File: src/rtl/aclink_cmd_port.sv
`timescale 1ns/1ps
module aclink_cmd_port #(
  parameter int SW   = 20,
  parameter int SELW = 2
) (
  input  logic            clk,
  input  logic            rst_n,
  input  logic            reg_wr,
  input  logic            reg_rd,
  input  logic [2:0]      reg_addr,
  input  logic [31:0]     reg_wdata,
  output logic [31:0]     reg_rdata,
  input  logic            frame_go,
  output logic [SW-1:0]   lnk_s1_word,
  output logic [SW-1:0]   lnk_s2_word,
  output logic            lnk_s1_tag,
  output logic            lnk_s2_tag,
  output logic [SELW-1:0] lnk_codec,
  input  logic            rx_frame,
  input  logic            rx_s1_tag,
  input  logic            rx_s2_tag,
  input  logic [SW-1:0]   rx_s1_word,
  input  logic [SW-1:0]   rx_s2_word,
  output logic            codec_rst_n
);
  localparam logic [2:0] A_CTRL = 3'd0, A_S1TX = 3'd1, A_S2TX = 3'd2,
                         A_S1RX = 3'd3, A_S2RX = 3'd4, A_FLAGS = 3'd5, A_CRST = 3'd6;
  localparam int SEL_LO = 8;

  logic [SW-1:0]   s1_tx, s2_tx, s1_rx, s2_rx;
  logic [4:0]      en;
  logic [SELW-1:0] sel;
  logic            s1_busy, s2_busy, s1_vld, s2_vld, drop, crst;

  wire wr_ctrl  = reg_wr && reg_addr == A_CTRL;
  wire wr_s1    = reg_wr && reg_addr == A_S1TX;
  wire wr_s2    = reg_wr && reg_addr == A_S2TX;
  wire wr_flags = reg_wr && reg_addr == A_FLAGS;
  wire wr_crst  = reg_wr && reg_addr == A_CRST;
  wire take1    = reg_rd && reg_addr == A_S1RX;
  wire take2    = reg_rd && reg_addr == A_S2RX;

  wire send1 = frame_go && en[0] && en[1] && s1_busy;
  wire send2 = send1 && en[2] && s2_busy;
  wire cap1  = rx_frame && en[0] && en[3] && rx_s1_tag;
  wire cap2  = rx_frame && en[0] && en[4] && rx_s2_tag;

  assign codec_rst_n = crst;

  always_ff @(posedge clk or negedge rst_n) begin
    if (!rst_n) begin
      en <= '0; sel <= '0; crst <= 1'b0;
    end else begin
      if (wr_ctrl) begin
        en  <= reg_wdata[4:0];
        sel <= reg_wdata[SEL_LO +: SELW];
      end
      if (wr_crst) crst <= reg_wdata[0];
    end
  end

  always_ff @(posedge clk or negedge rst_n) begin
    if (!rst_n) begin
      s1_tx <= '0; s2_tx <= '0; s1_busy <= 1'b0; s2_busy <= 1'b0; drop <= 1'b0;
    end else begin
      if (wr_s1 && !s1_busy) begin
        s1_tx   <= reg_wdata[SW-1:0];
        s1_busy <= 1'b1;
      end else if (send1) begin
        s1_busy <= 1'b0;
      end
      if (wr_s2) begin
        s2_tx   <= reg_wdata[SW-1:0];
        s2_busy <= 1'b1;
      end else if (send2) begin
        s2_busy <= 1'b0;
      end
      if (wr_s1 && s1_busy) drop <= 1'b1;
      else if (wr_flags && reg_wdata[4]) drop <= 1'b0;
    end
  end

  always_ff @(posedge clk or negedge rst_n) begin
    if (!rst_n) begin
      lnk_s1_word <= '0; lnk_s2_word <= '0;
      lnk_s1_tag <= 1'b0; lnk_s2_tag <= 1'b0; lnk_codec <= '0;
    end else if (frame_go) begin
      lnk_s1_tag  <= send1;
      lnk_s2_tag  <= send2;
      lnk_s1_word <= send1 ? s1_tx : '0;
      lnk_s2_word <= send2 ? s2_tx : '0;
      lnk_codec   <= sel;
    end
  end

  always_ff @(posedge clk or negedge rst_n) begin
    if (!rst_n) begin
      s1_rx <= '0; s2_rx <= '0; s1_vld <= 1'b0; s2_vld <= 1'b0;
    end else begin
      if (cap1) begin
        s1_rx <= rx_s1_word; s1_vld <= 1'b1;
      end else if (take1) begin
        s1_vld <= 1'b0;
      end
      if (cap2) begin
        s2_rx <= rx_s2_word; s2_vld <= 1'b1;
      end else if (take2) begin
        s2_vld <= 1'b0;
      end
    end
  end

  always_comb begin
    reg_rdata = '0;
    case (reg_addr)
      A_CTRL:  begin reg_rdata[4:0] = en; reg_rdata[SEL_LO +: SELW] = sel; end
      A_S1TX:  reg_rdata[SW-1:0] = s1_tx;
      A_S2TX:  reg_rdata[SW-1:0] = s2_tx;
      A_S1RX:  reg_rdata[SW-1:0] = s1_rx;
      A_S2RX:  reg_rdata[SW-1:0] = s2_rx;
      A_FLAGS: reg_rdata[4:0] = {drop, s2_vld, s1_vld, s2_busy, s1_busy};
      A_CRST:  reg_rdata[0] = crst;
      default: reg_rdata = '0;
    endcase
  end

  a_r3_busy_holds: assert property (@(posedge clk) disable iff (!rst_n)
    s1_busy && !frame_go |=> s1_busy);
  a_r4_gated_tag: assert property (@(posedge clk) disable iff (!rst_n)
    frame_go && !(en[0] && en[1]) |=> !lnk_s1_tag && !lnk_s2_tag);
  a_r5_s2_rides_s1: assert property (@(posedge clk) disable iff (!rst_n)
    lnk_s2_tag |-> lnk_s1_tag);
  a_r6_valid_until_read: assert property (@(posedge clk) disable iff (!rst_n)
    s1_vld && !take1 |=> s1_vld);
  a_r7_drop_flagged: assert property (@(posedge clk) disable iff (!rst_n)
    wr_s1 && s1_busy |=> drop && $stable(s1_tx));
  a_r9_reset_line: assert property (@(posedge clk) disable iff (!rst_n)
    wr_crst && !reg_wdata[0] |=> !codec_rst_n);
endmodule

File: config.mk
export PLATFORM = sky130hd
export DESIGN_NAME = aclink_cmd_port
export DESIGN_NICKNAME = d
export VERILOG_FILES = /design/src/rtl/aclink_cmd_port.sv
export SDC_FILE = /design/constraint.sdc
export NUM_CORES = 1
export LEC_CHECK = 0
export BUFFER_PORTS_ARGS = -buffer_cell sky130_fd_sc_hd__buf_2
export CAP_MARGIN = 20
export CORE_MARGIN = 5
export CORE_UTILIZATION = 47
export CTS_CLUSTER_DIAMETER = 120
export CTS_CLUSTER_SIZE = 14
export DETAILED_ROUTE_END_ITERATION = 10
export PLACE_DENSITY_LB_ADDON = 0.25
export SYNTH_ARGS = -nofsm -noshare
export SYNTH_HDL_FRONTEND = slang
export SYNTH_SLANG_ARGS = --single-unit
File: constraint.sdc
create_clock -name clk -period 1.4 [get_ports clk]
set_clock_uncertainty 0.15 [all_clocks]
set_input_delay 0.07 -clock clk [delete_from_list [all_inputs] [get_ports clk]]
set_output_delay 0.07 -clock clk [all_outputs]
set_load 0.02 [all_outputs]
==> results.json, run 1 <==
{
  "status": "complete, but fails checks",
  "violations": "hold timing, setup timing",
  "yosysSeqAreaShare_pct": 58.0,
  "gp_congestion": 0.828,
  "antenna_cells": 0,
  "slowest_delay_ns": 0.42,
  "p_leak_uw": 0.00476,
  "die_y_um": 122,
  "finalPower_uw": 16000,
  "r2r_end": "s2_rx[15]$_DFFE_PN0P_",
  "cp-start-kind": "flop",
  "grt_pass1_vias": 5026,
  "clk_pin_slew_worst_paths_ns": 0.06,
  "vias": 4847,
  "core.rowCount": 41,
  "crit_buf_inv": 2,
  "grt_max_degree": 57,
  "critPathArrivalTime_ns": 1.61,
  "syn_inst": 437,
  "route.met3.wl_mm": 1.09,
  "ys_ff_latch": 137,
  "dpl_cell_area_um2": 7270,
  "maxSlewViolCount": 0,
  "area_growth_pct": 60.0,
  "drt-met1-wl_mm": 7.92,
  "dieWidth_um": 122,
  "wl_per_cell_um": 21.1,
  "seqPwrFrac_pct": 38.4,
  "syn-cell-area_um2": 5910,
  "maxCapViolCount": 0,
  "crit_fanout": 2,
  "grt.total_usage_pct": 25.2,
  "synth.distinct_cells": 37,
  "final_common_cell": "dfrtp_1",
  "holdWs_ns": -0.0446,
  "cts-root-buf": "clkbuf_16",
  "dr.first_iter.drc_count": 282,
  "ys.flop_type": "dfrtp_1",
  "yosys.area.top_type_share_pct": 58.0,
  "mostFrequentLayoutCells": "dfrtp_1, buf_2, buf_4, dlygate4sd3_1, mux2_4",
  "r2r_slack_ns": -0.40,
  "crit_family": "flip-flops",
  "min_path_type": "in -> async",
  "grt_pass1_wl_mm": 28.2,
  "synth_async_sr_flop_share_pct": 100,
  "avgSynthCellArea_um2": 13.5,
  "io_buffer_count": 135,
  "met2_length_mm": 9.67,
  "p_int_uw": 11300,
  "design_area_um2": 9450,
  "sw_frac_of_total_pct": 29.4,
  "p_per_area_nw_per_um2": 1700,
  "vias_per_cell": 5.34,
  "synthTopCellsByArea": "dfrtp_1, mux2_2, a22o_1",
  "synth_top_cell_by_area": "dfrtp_1",
  "drc": 0,
  "setup_viol": 127,
  "drt_wl_total_mm": 19.1,
  "power_switching_uw": 4710,
  "cts_sinks": 137,
  "synth_warnings": 0,
  "worstPathCellList": "buf_6 > mux2i_1 > nor2_1 > a221o_1 > buf_6",
  "rr_startpoint": "en[0]$_DFFE_PN0P_",
  "first_pass_iters": 6,
  "synth_edf_count": 0,
  "cp.required_ns": 1.18,
  "clk_latency_ns": 0.42,
  "placed_cells": 765,
  "clk_path_buf_depth": 2,
  "fin_cells": 908,
  "drive_gt1_share_pct": 53.9,
  "antenna_left": 0,
  "ir_drop_v": 0.000795,
  "cp-end-kind": "primary output",
  "rr_worst_depth": 8,
  "die_area_um2": 14900,
  "combPwrFrac_pct": 31.4,
  "dpl.hpwl_mm": 11.5,
  "start_util_pct": 47.4,
  "worstSetupPathType": "reg -> out",
  "cp.depth": 5,
  "setup_tns_ns": -32.99,
  "boundaryPins": 160,
  "core_area_um2": 12500,
  "grt_overflow": 0,
  "max_freq_mhz": 547,
  "numCtsBuffers": 17,
  "cp_slowest_cell": "dfrtp_2",
  "fin_crit_ns": 1.83,
  "tritoncts": "built",
  "final_hold_viol_count": 27,
  "antenna_found_initial": 0,
  "fin_ws_ns": -0.428,
  "nNetsFinal": 806,
  "h-tree-depth": 4,
  "clockPowerShare_pct": 30.2,
  "crit_top_cell": "buf_6",
  "rsz0062_at_grt": "yes",
  "routed.top_layer": "met4",
  "timing.final.crit_share_pct": 131
}
==> final cells by class <==
type | count | area, um2
tap | 172 | 215
inverter | 5 | 18.8
clock buffer | 21 | 470
timing repair buffer | 299 | 2480
sequential | 137 | 3430
multi-input combinational | 263 | 2670
fill | 764 | 3010
clock inverter | 11 | 168
==> registers in the layout, indices dropped and copies added (netlist names) <==
register	count
codec_rst_n	1
drop	1
en	5
lnk_codec	2
lnk_s1_tag	1
lnk_s1_word	20
lnk_s2_tag	1
lnk_s2_word	20
s1_busy	1
s1_rx	20
s1_tx	20
s1_vld	1
s2_busy	1
s2_rx	20
s2_tx	20
s2_vld	1
sel	2
==> what timing repair did <==
item | 4_1_cts | 5_1_grt
gates resized for setup | 86 | 44
pin swaps | 10 | 7
buffers inserted | 26 | 19
cloned | 7 | 1
setup endpoints to repair | 115 | 125
hold buffers | 65 | 0
hold endpoints to repair | 230 | 0
==> power groups by stage <==
| stage | clock [uW] | combinational (uW) | sequential [uW] |
|---|---|---|---|
| floorplan | 0 | 2160 | 5910 |
| global placement | 0 | 3290 | 6030 |
| detailed placement | 0 | 3400 | 6100 |
| CTS | 4870 | 4460 | 6020 |
| global route | 5050 | 5360 | 6270 |
| finish | 4840 | 5040 | 6160 |
==> worst reg2reg max path: cells and delay by family, from the launching register on <==
family | cells | cell delay (ns)
buffers and inverters | 6 | 0.75
multiplexers | 1 | 0.30
AND/OR/NAND/NOR | 1 | 0.10
flip-flops | 1 | 0.40
==> synthesized netlist by cell type, types with 2 or more instances <==
cell / instances
dfrtp_1: 137
mux2_2: 90
a22o_1: 40
nand2_1: 28
mux2i_1: 26
o21ai_0: 16
buf_2: 12
buf_4: 12
clkbuf_1: 11
o221ai_1: 9
a22oi_1: 5
mux2_1: 5
buf_1: 4
inv_1: 4
nand2b_1: 4
o22a_1: 4
a21o_1: 3
buf_6: 3
nor2_1: 3
nand3_1: 2
nand4_1: 2
o31ai_1: 2
==> logic make-up after synthesis <==
kind of cell           count (synthesis)  share of synthesized area (%)
AO/OA/AOI/OAI                         83                           11.1
buffers and inverters                 48                           4.47
flip-flops                           137                           58.0
AND/OR/NAND/NOR                       47                           3.88
multiplexers                         121                           22.5
other                                  1                         0.0635
==> stage by stage <==
step                      utilization, %  worst slack (ns)
after floorplan                        -           -0.0705
after global placement              58.4           -0.0666
after detailed placement            58.4            -0.132
after CTS                           74.1            -0.422
after global routing                75.8            -0.466
final                               75.8            -0.428
==> metal layers <==
metal	global-route usage, %	vias up
met1	32.5	2465
met5	0	-
li1	-	2158
met4	7.84	0
met2	42.2	186
met3	6.08	38
==> worst max path at each step <==
stage / startpoint / end
after floorplan: reg_addr[1] / s1_tx[10]$_DFFE_PN0P_
after CTS: s1_busy$_DFFE_PN0P_ / reg_rdata[0]
after detailed placement: reg_addr[0] / s1_tx[0]$_DFFE_PN0P_
after global placement: s1_busy$_DFFE_PN0P_ / s1_tx[0]$_DFFE_PN0P_
final: s1_busy$_DFFE_PN0P_ / reg_rdata[0]
after global routing: s1_tx[0]$_DFFE_PN0P_ / reg_rdata[0]
Power figures use the tool's default switching activity.
==> run 2, diff against run 1 <==
CORE_ASPECT_RATIO = 0.75   (was not set)
CORE_UTILIZATION = 35   (was 47)
clock period = 1.6 ns   (was 1.4 ns; I/O delays follow)
==> results.json, run 2 (synthesis results as in run 1) <==
{
  "ir_drop_v": 0.000669,
  "setup_viol": 23,
  "max_freq_mhz": 555,
  "p_leak_uw": 0.00430,
  "final_hold_viol_count": 0,
  "gp_congestion": 0.789,
  "timing.final.crit_share_pct": 113,
  "holdWs_ns": 0.0178,
  "mostFrequentLayoutCells": "dfrtp_1, buf_2, mux2_2, dlygate4sd3_1, buf_4",
  "grt_max_degree": 43,
  "drive_gt1_share_pct": 48.4,
  "final_common_cell": "dfrtp_1",
  "drc": 0,
  "fin_crit_ns": 1.80,
  "cp-start-kind": "flop",
  "h-tree-depth": 4,
  "cts-root-buf": "clkbuf_16",
  "dieWidth_um": 160,
  "maxSlewViolCount": 0,
  "io_buffer_count": 135,
  "fin_ws_ns": -0.201,
  "boundaryPins": 160,
  "min_path_type": "in -> reg",
  "cp-end-kind": "primary output",
  "maxCapViolCount": 0,
  "first_pass_iters": 4,
  "clk_latency_ns": 0.42,
  "grt_pass1_vias": 4873,
  "grt_overflow": 0,
  "multi_input_area_um2": 2340,
  "setup_tns_ns": -0.975,
  "ff_latch_area_um2": 3430,
  "slew-limit-headroom_pct": 64.2,
  "antenna_left": 0,
  "drt_wl_total_mm": 18.1,
  "die_area_um2": 19600,
  "violations": "setup timing",
  "worstSetupPathType": "reg -> out",
  "worstMarginPinSlew_ns": 0.538,
  "start_util_pct": 35.3,
  "p_per_area_nw_per_um2": 1460,
  "wl_per_cell_um": 19.6,
  "numCtsBuffers": 17,
  "critPathArrivalTime_ns": 1.57,
  "clk_path_buf_depth": 2,
  "cp.required_ns": 1.37,
  "core.rowCount": 41,
  "cts_sinks": 137,
  "clk_pin_slew_worst_paths_ns": 0.06,
  "vias_per_cell": 4.96,
  "status": "complete, but fails checks",
  "grt_pass1_wl_mm": 28.1,
  "vias": 4570,
  "area_growth_pct": 48.9,
  "dpl.hpwl_mm": 12.1,
  "antenna_found_initial": 1,
  "tritoncts": "built",
  "fillCellCount": 1433,
  "dr.first_iter.drc_count": 248,
  "rsz0062_at_grt": "yes",
  "grt.total_usage_pct": 18.8,
  "die_y_um": 123,
  "core_area_um2": 16700,
  "crit_fanout": 2,
  "nNetsFinal": 775
}
## run 2: cell types whose count changed in the layout (fill, tap and decap cells not counted), sizes merged
cell         before  now
dlygate4sd3      65   67
bufinv            4    5
diode             0    1
buf             232  199
inv               5    4
## run 2: final timing paths
check | slack, ns | startpoint | cells past startpoint | to
worst min register to register | 0.34 | lnk_s1_tag$_DFFE_PN0P_ | 1 | lnk_s1_tag$_DFFE_PN0P_
worst max register to register | -0.04 | s1_busy$_DFFE_PN0P_ | 5 | s1_tx[3]$_DFFE_PN0P_
worst max-delay path | -0.20 | s1_busy$_DFFE_PN0P_ | 5 | reg_rdata[0]
max in group asynchronous | 0.19 | rst_n | 4 | s2_rx[18]$_DFFE_PN0P_
worst min-delay path | 0.02 | reg_addr[1] | 4 | s2_vld$_DFFE_PN0P_
min in group asynchronous | 0.51 | rst_n | 3 | lnk_s2_word[6]$_DFFE_PN0P_
## run 2: stage by stage
step / cell area [um2] / setup slack, ns / total power [uW] / cells / util [%]
CTS: 8600 / -0.216 / 12700 / 910 / 51.4
floorplan: 5950 / 0.0146 / 6820 / 448 / -
finish: 8800 / -0.201 / 12900 / 921 / 52.6
global placement: 7080 / -0.0597 / 7710 / 797 / 42.3
global route: 8790 / -0.252 / 13500 / 920 / 52.6
detailed placement: 7080 / -0.0292 / 7860 / 797 / 42.3
## run 2: area by class of cell
type	count	share of cell area (%)
multi-input combinational	263	26.6
clock inverter	11	2.19
tap	215	3.06
timing repair buffer	268	23.6
sequential	137	39.0
inverter	5	0.213
clock buffer	21	5.35
antenna	1	0.0284
## run 2: where the power goes
group / total [uW] / leakage, uW / internal [uW] / switching (uW)
logic: 3240 / 0.00225 / 1840 / 1390
clock network: 4410 / 0.000319 / 2890 / 1520
registers: 5200 / 0.00174 / 4520 / 682
total: 12900 / 0.00430 / 9250 / 3600
## run 2: timing repair
item | CTS | global route
gates cloned | 0 | 2
endpoints found under the setup margin | 22 | 53
setup buffers | 14 | 8
pin swaps | 11 | 14
hold buffers | 67 | 0
endpoints found under the hold margin | 230 | 0
gates resized for setup | 33 | 21
## run 2: routing by layer
layer	vias up	track usage [%]	routed length (um)
met5	-	0	7
met4	2	6.39	137
met3	14	4.67	935
met2	121	28.5	8280
met1	2339	26.4	8720
li1	2094	-	-
## run 2: critical path: stages, from the launching register on
cell	delay, ns
dfrtp_1	0.39
buf_6	0.12
mux2i_1	0.13
nor2_1	0.07
a221o_1	0.30
buf_6	0.14
==> run 3, diff against run 2 <==
==> constraint.sdc (replaced) <==
create_clock -name clk -period 1.6 [get_ports clk]
set_clock_uncertainty 0.15 [all_clocks]
set_input_delay 0.32 -clock clk [delete_from_list [all_inputs] [get_ports clk]]
set_output_delay 0.32 -clock clk [all_outputs]
set_load 0.02 [all_outputs]
==> results.json, run 3 (synthesis results as in run 1) <==
{
  "status": "complete, but fails checks",
  "violations": "setup timing",
  "rsz0062_at_grt": "yes",
  "ir_drop_v": 0.000796,
  "boundaryPins": 160,
  "drc": 0,
  "cp.required_ns": 1.13,
  "cp-end-kind": "primary output",
  "worstSetupPathType": "reg -> out",
  "clk_pin_slew_worst_paths_ns": 0.06,
  "p_leak_uw": 0.00458,
  "fin_ws_ns": -0.469,
  "grt_overflow": 0,
  "first_pass_iters": 4,
  "gp_congestion": 0.827,
  "cts-root-buf": "clkbuf_16",
  "dpl_cell_area_um2": 7630,
  "grt_pass1_wl_mm": 28.3,
  "core_area_um2": 16700,
  "maxCapViolCount": 0,
  "max_freq_mhz": 483,
  "critPathArrivalTime_ns": 1.60,
  "finalPower_uw": 13600,
  "h-tree-depth": 4,
  "vias": 4585,
  "multi_input_area_um2": 2840,
  "grt_max_degree": 41,
  "cts_sinks": 137,
  "dieWidth_um": 160,
  "dpl.hpwl_mm": 12.9,
  "clk_path_buf_depth": 2,
  "fillCellCount": 1393,
  "antenna_cells": 0,
  "hold_depth": 2,
  "ff_latch_area_um2": 3430,
  "cp-start-kind": "flop",
  "maxSlewViolCount": 0,
  "drive_gt1_share_pct": 55.6,
  "antenna_left": 0,
  "grt.total_usage_pct": 19.0,
  "core.rowCount": 41,
  "die_area_um2": 19600,
  "die_y_um": 123,
  "tritoncts": "built",
  "antenna_found_initial": 1,
  "placed_cells": 814,
  "crit_fanout": 2,
  "final_common_cell": "dfrtp_1",
  "io_buffer_count": 135,
  "min_path_type": "in -> reg",
  "vias_per_cell": 4.96,
  "timing.final.crit_share_pct": 129,
  "nNetsFinal": 779,
  "wl_per_cell_um": 20.0,
  "numCtsBuffers": 17,
  "rr_worst_depth": 5,
  "mostFrequentLayoutCells": "dfrtp_1, buf_2, buf_4, mux2_2, dlygate4sd3_1",
  "drt_wl_total_mm": 18.4,
  "design_area_um2": 9380,
  "fin_cells": 924,
  "dr.first_iter.drc_count": 287,
  "p_per_area_nw_per_um2": 1450,
  "setup_tns_ns": -6.05,
  "setup_viol": 34,
  "grt_pass1_vias": 4917,
  "final_hold_viol_count": 0,
  "slowest_delay_ns": 0.40,
  "clk_latency_ns": 0.42,
  "start_util_pct": 35.3,
  "cp_slowest_cell": "dfrtp_1",
  "area_growth_pct": 58.8,
  "worstPathCellList": "mux2_4 > a22oi_2 > buf_4 > o21ai_4 > buf_6",
  "fin_crit_ns": 2.07
}
-- run 3: area by class of cell --
type | instances | share of cell area (%)
clock buffer | 19 | 4.72
sequential | 137 | 36.6
multi-input combinational | 263 | 30.2
tap | 215 | 2.87
clock inverter | 13 | 1.81
inverter | 5 | 0.200
timing repair buffer | 272 | 23.6
-- run 3: worst max-delay path, delay by kind of cell (launching register included) --
family / cells / cell delay (ns)
multiplexers: 1 / 0.28
AO/OA/AOI/OAI: 2 / 0.22
flip-flops: 1 / 0.40
buffers and inverters: 2 / 0.29
-- run 3: where the power goes --
part | switching (uW) | leakage (uW) | internal [uW]
sequential | 954 | 0.00173 | 4530
clock | 1530 | 0.000295 | 2510
combinational | 1640 | 0.00255 | 2420
-- run 3: path summary, 6_finish.rpt --
check | slack, ns | to | from
worst max-delay path | -0.47 | reg_rdata[19] | s1_tx[19]$_DFFE_PN0P_
worst min register to register | 0.32 | lnk_s2_tag$_DFFE_PN0P_ | lnk_s2_tag$_DFFE_PN0P_
worst max register to register | -0.06 | s1_rx[10]$_DFFE_PN0P_ | en[0]$_DFFE_PN0P_
max in group asynchronous | 0.56 | s2_tx[16]$_DFFE_PN0P_ | rst_n
min in group asynchronous | 0.20 | lnk_codec[1]$_DFFE_PN0P_ | rst_n
worst min-delay path | 0.02 | s1_tx[5]$_DFFE_PN0P_ | reg_wdata[5]
-- run 3: timing repair --
action	in CTS	in global routing
resized for setup	74	43
setup buffers	17	8
cloned	2	0
setup endpoints to repair	20	32
hold buffers	55	0
hold endpoints to repair	205	0
pin swaps	23	13
-- run 3: metrics by stage --
step	hold slack, ns	utilization [%]	setup WS [ns]
CTS	0.000188	54.8	-0.497
global placement	0.0722	45.6	-0.387
finish	0.0242	56.1	-0.469
floorplan	-0.126	-	-0.125
detailed placement	0.0724	45.6	-0.372
global route	0.00175	56.1	-0.529
-- run 3: routing by layer --
| metal | track usage [%] | wire, um | up-vias |
|---|---|---|---|
| met1 | 26.4 | 8460 | 2328 |
| met4 | 6.29 | 201 | 2 |
| met3 | 4.36 | 969 | 19 |
| li1 | - | - | 2106 |
| met5 | 0 | 11 | - |
| met2 | 29.7 | 8790 | 130 |
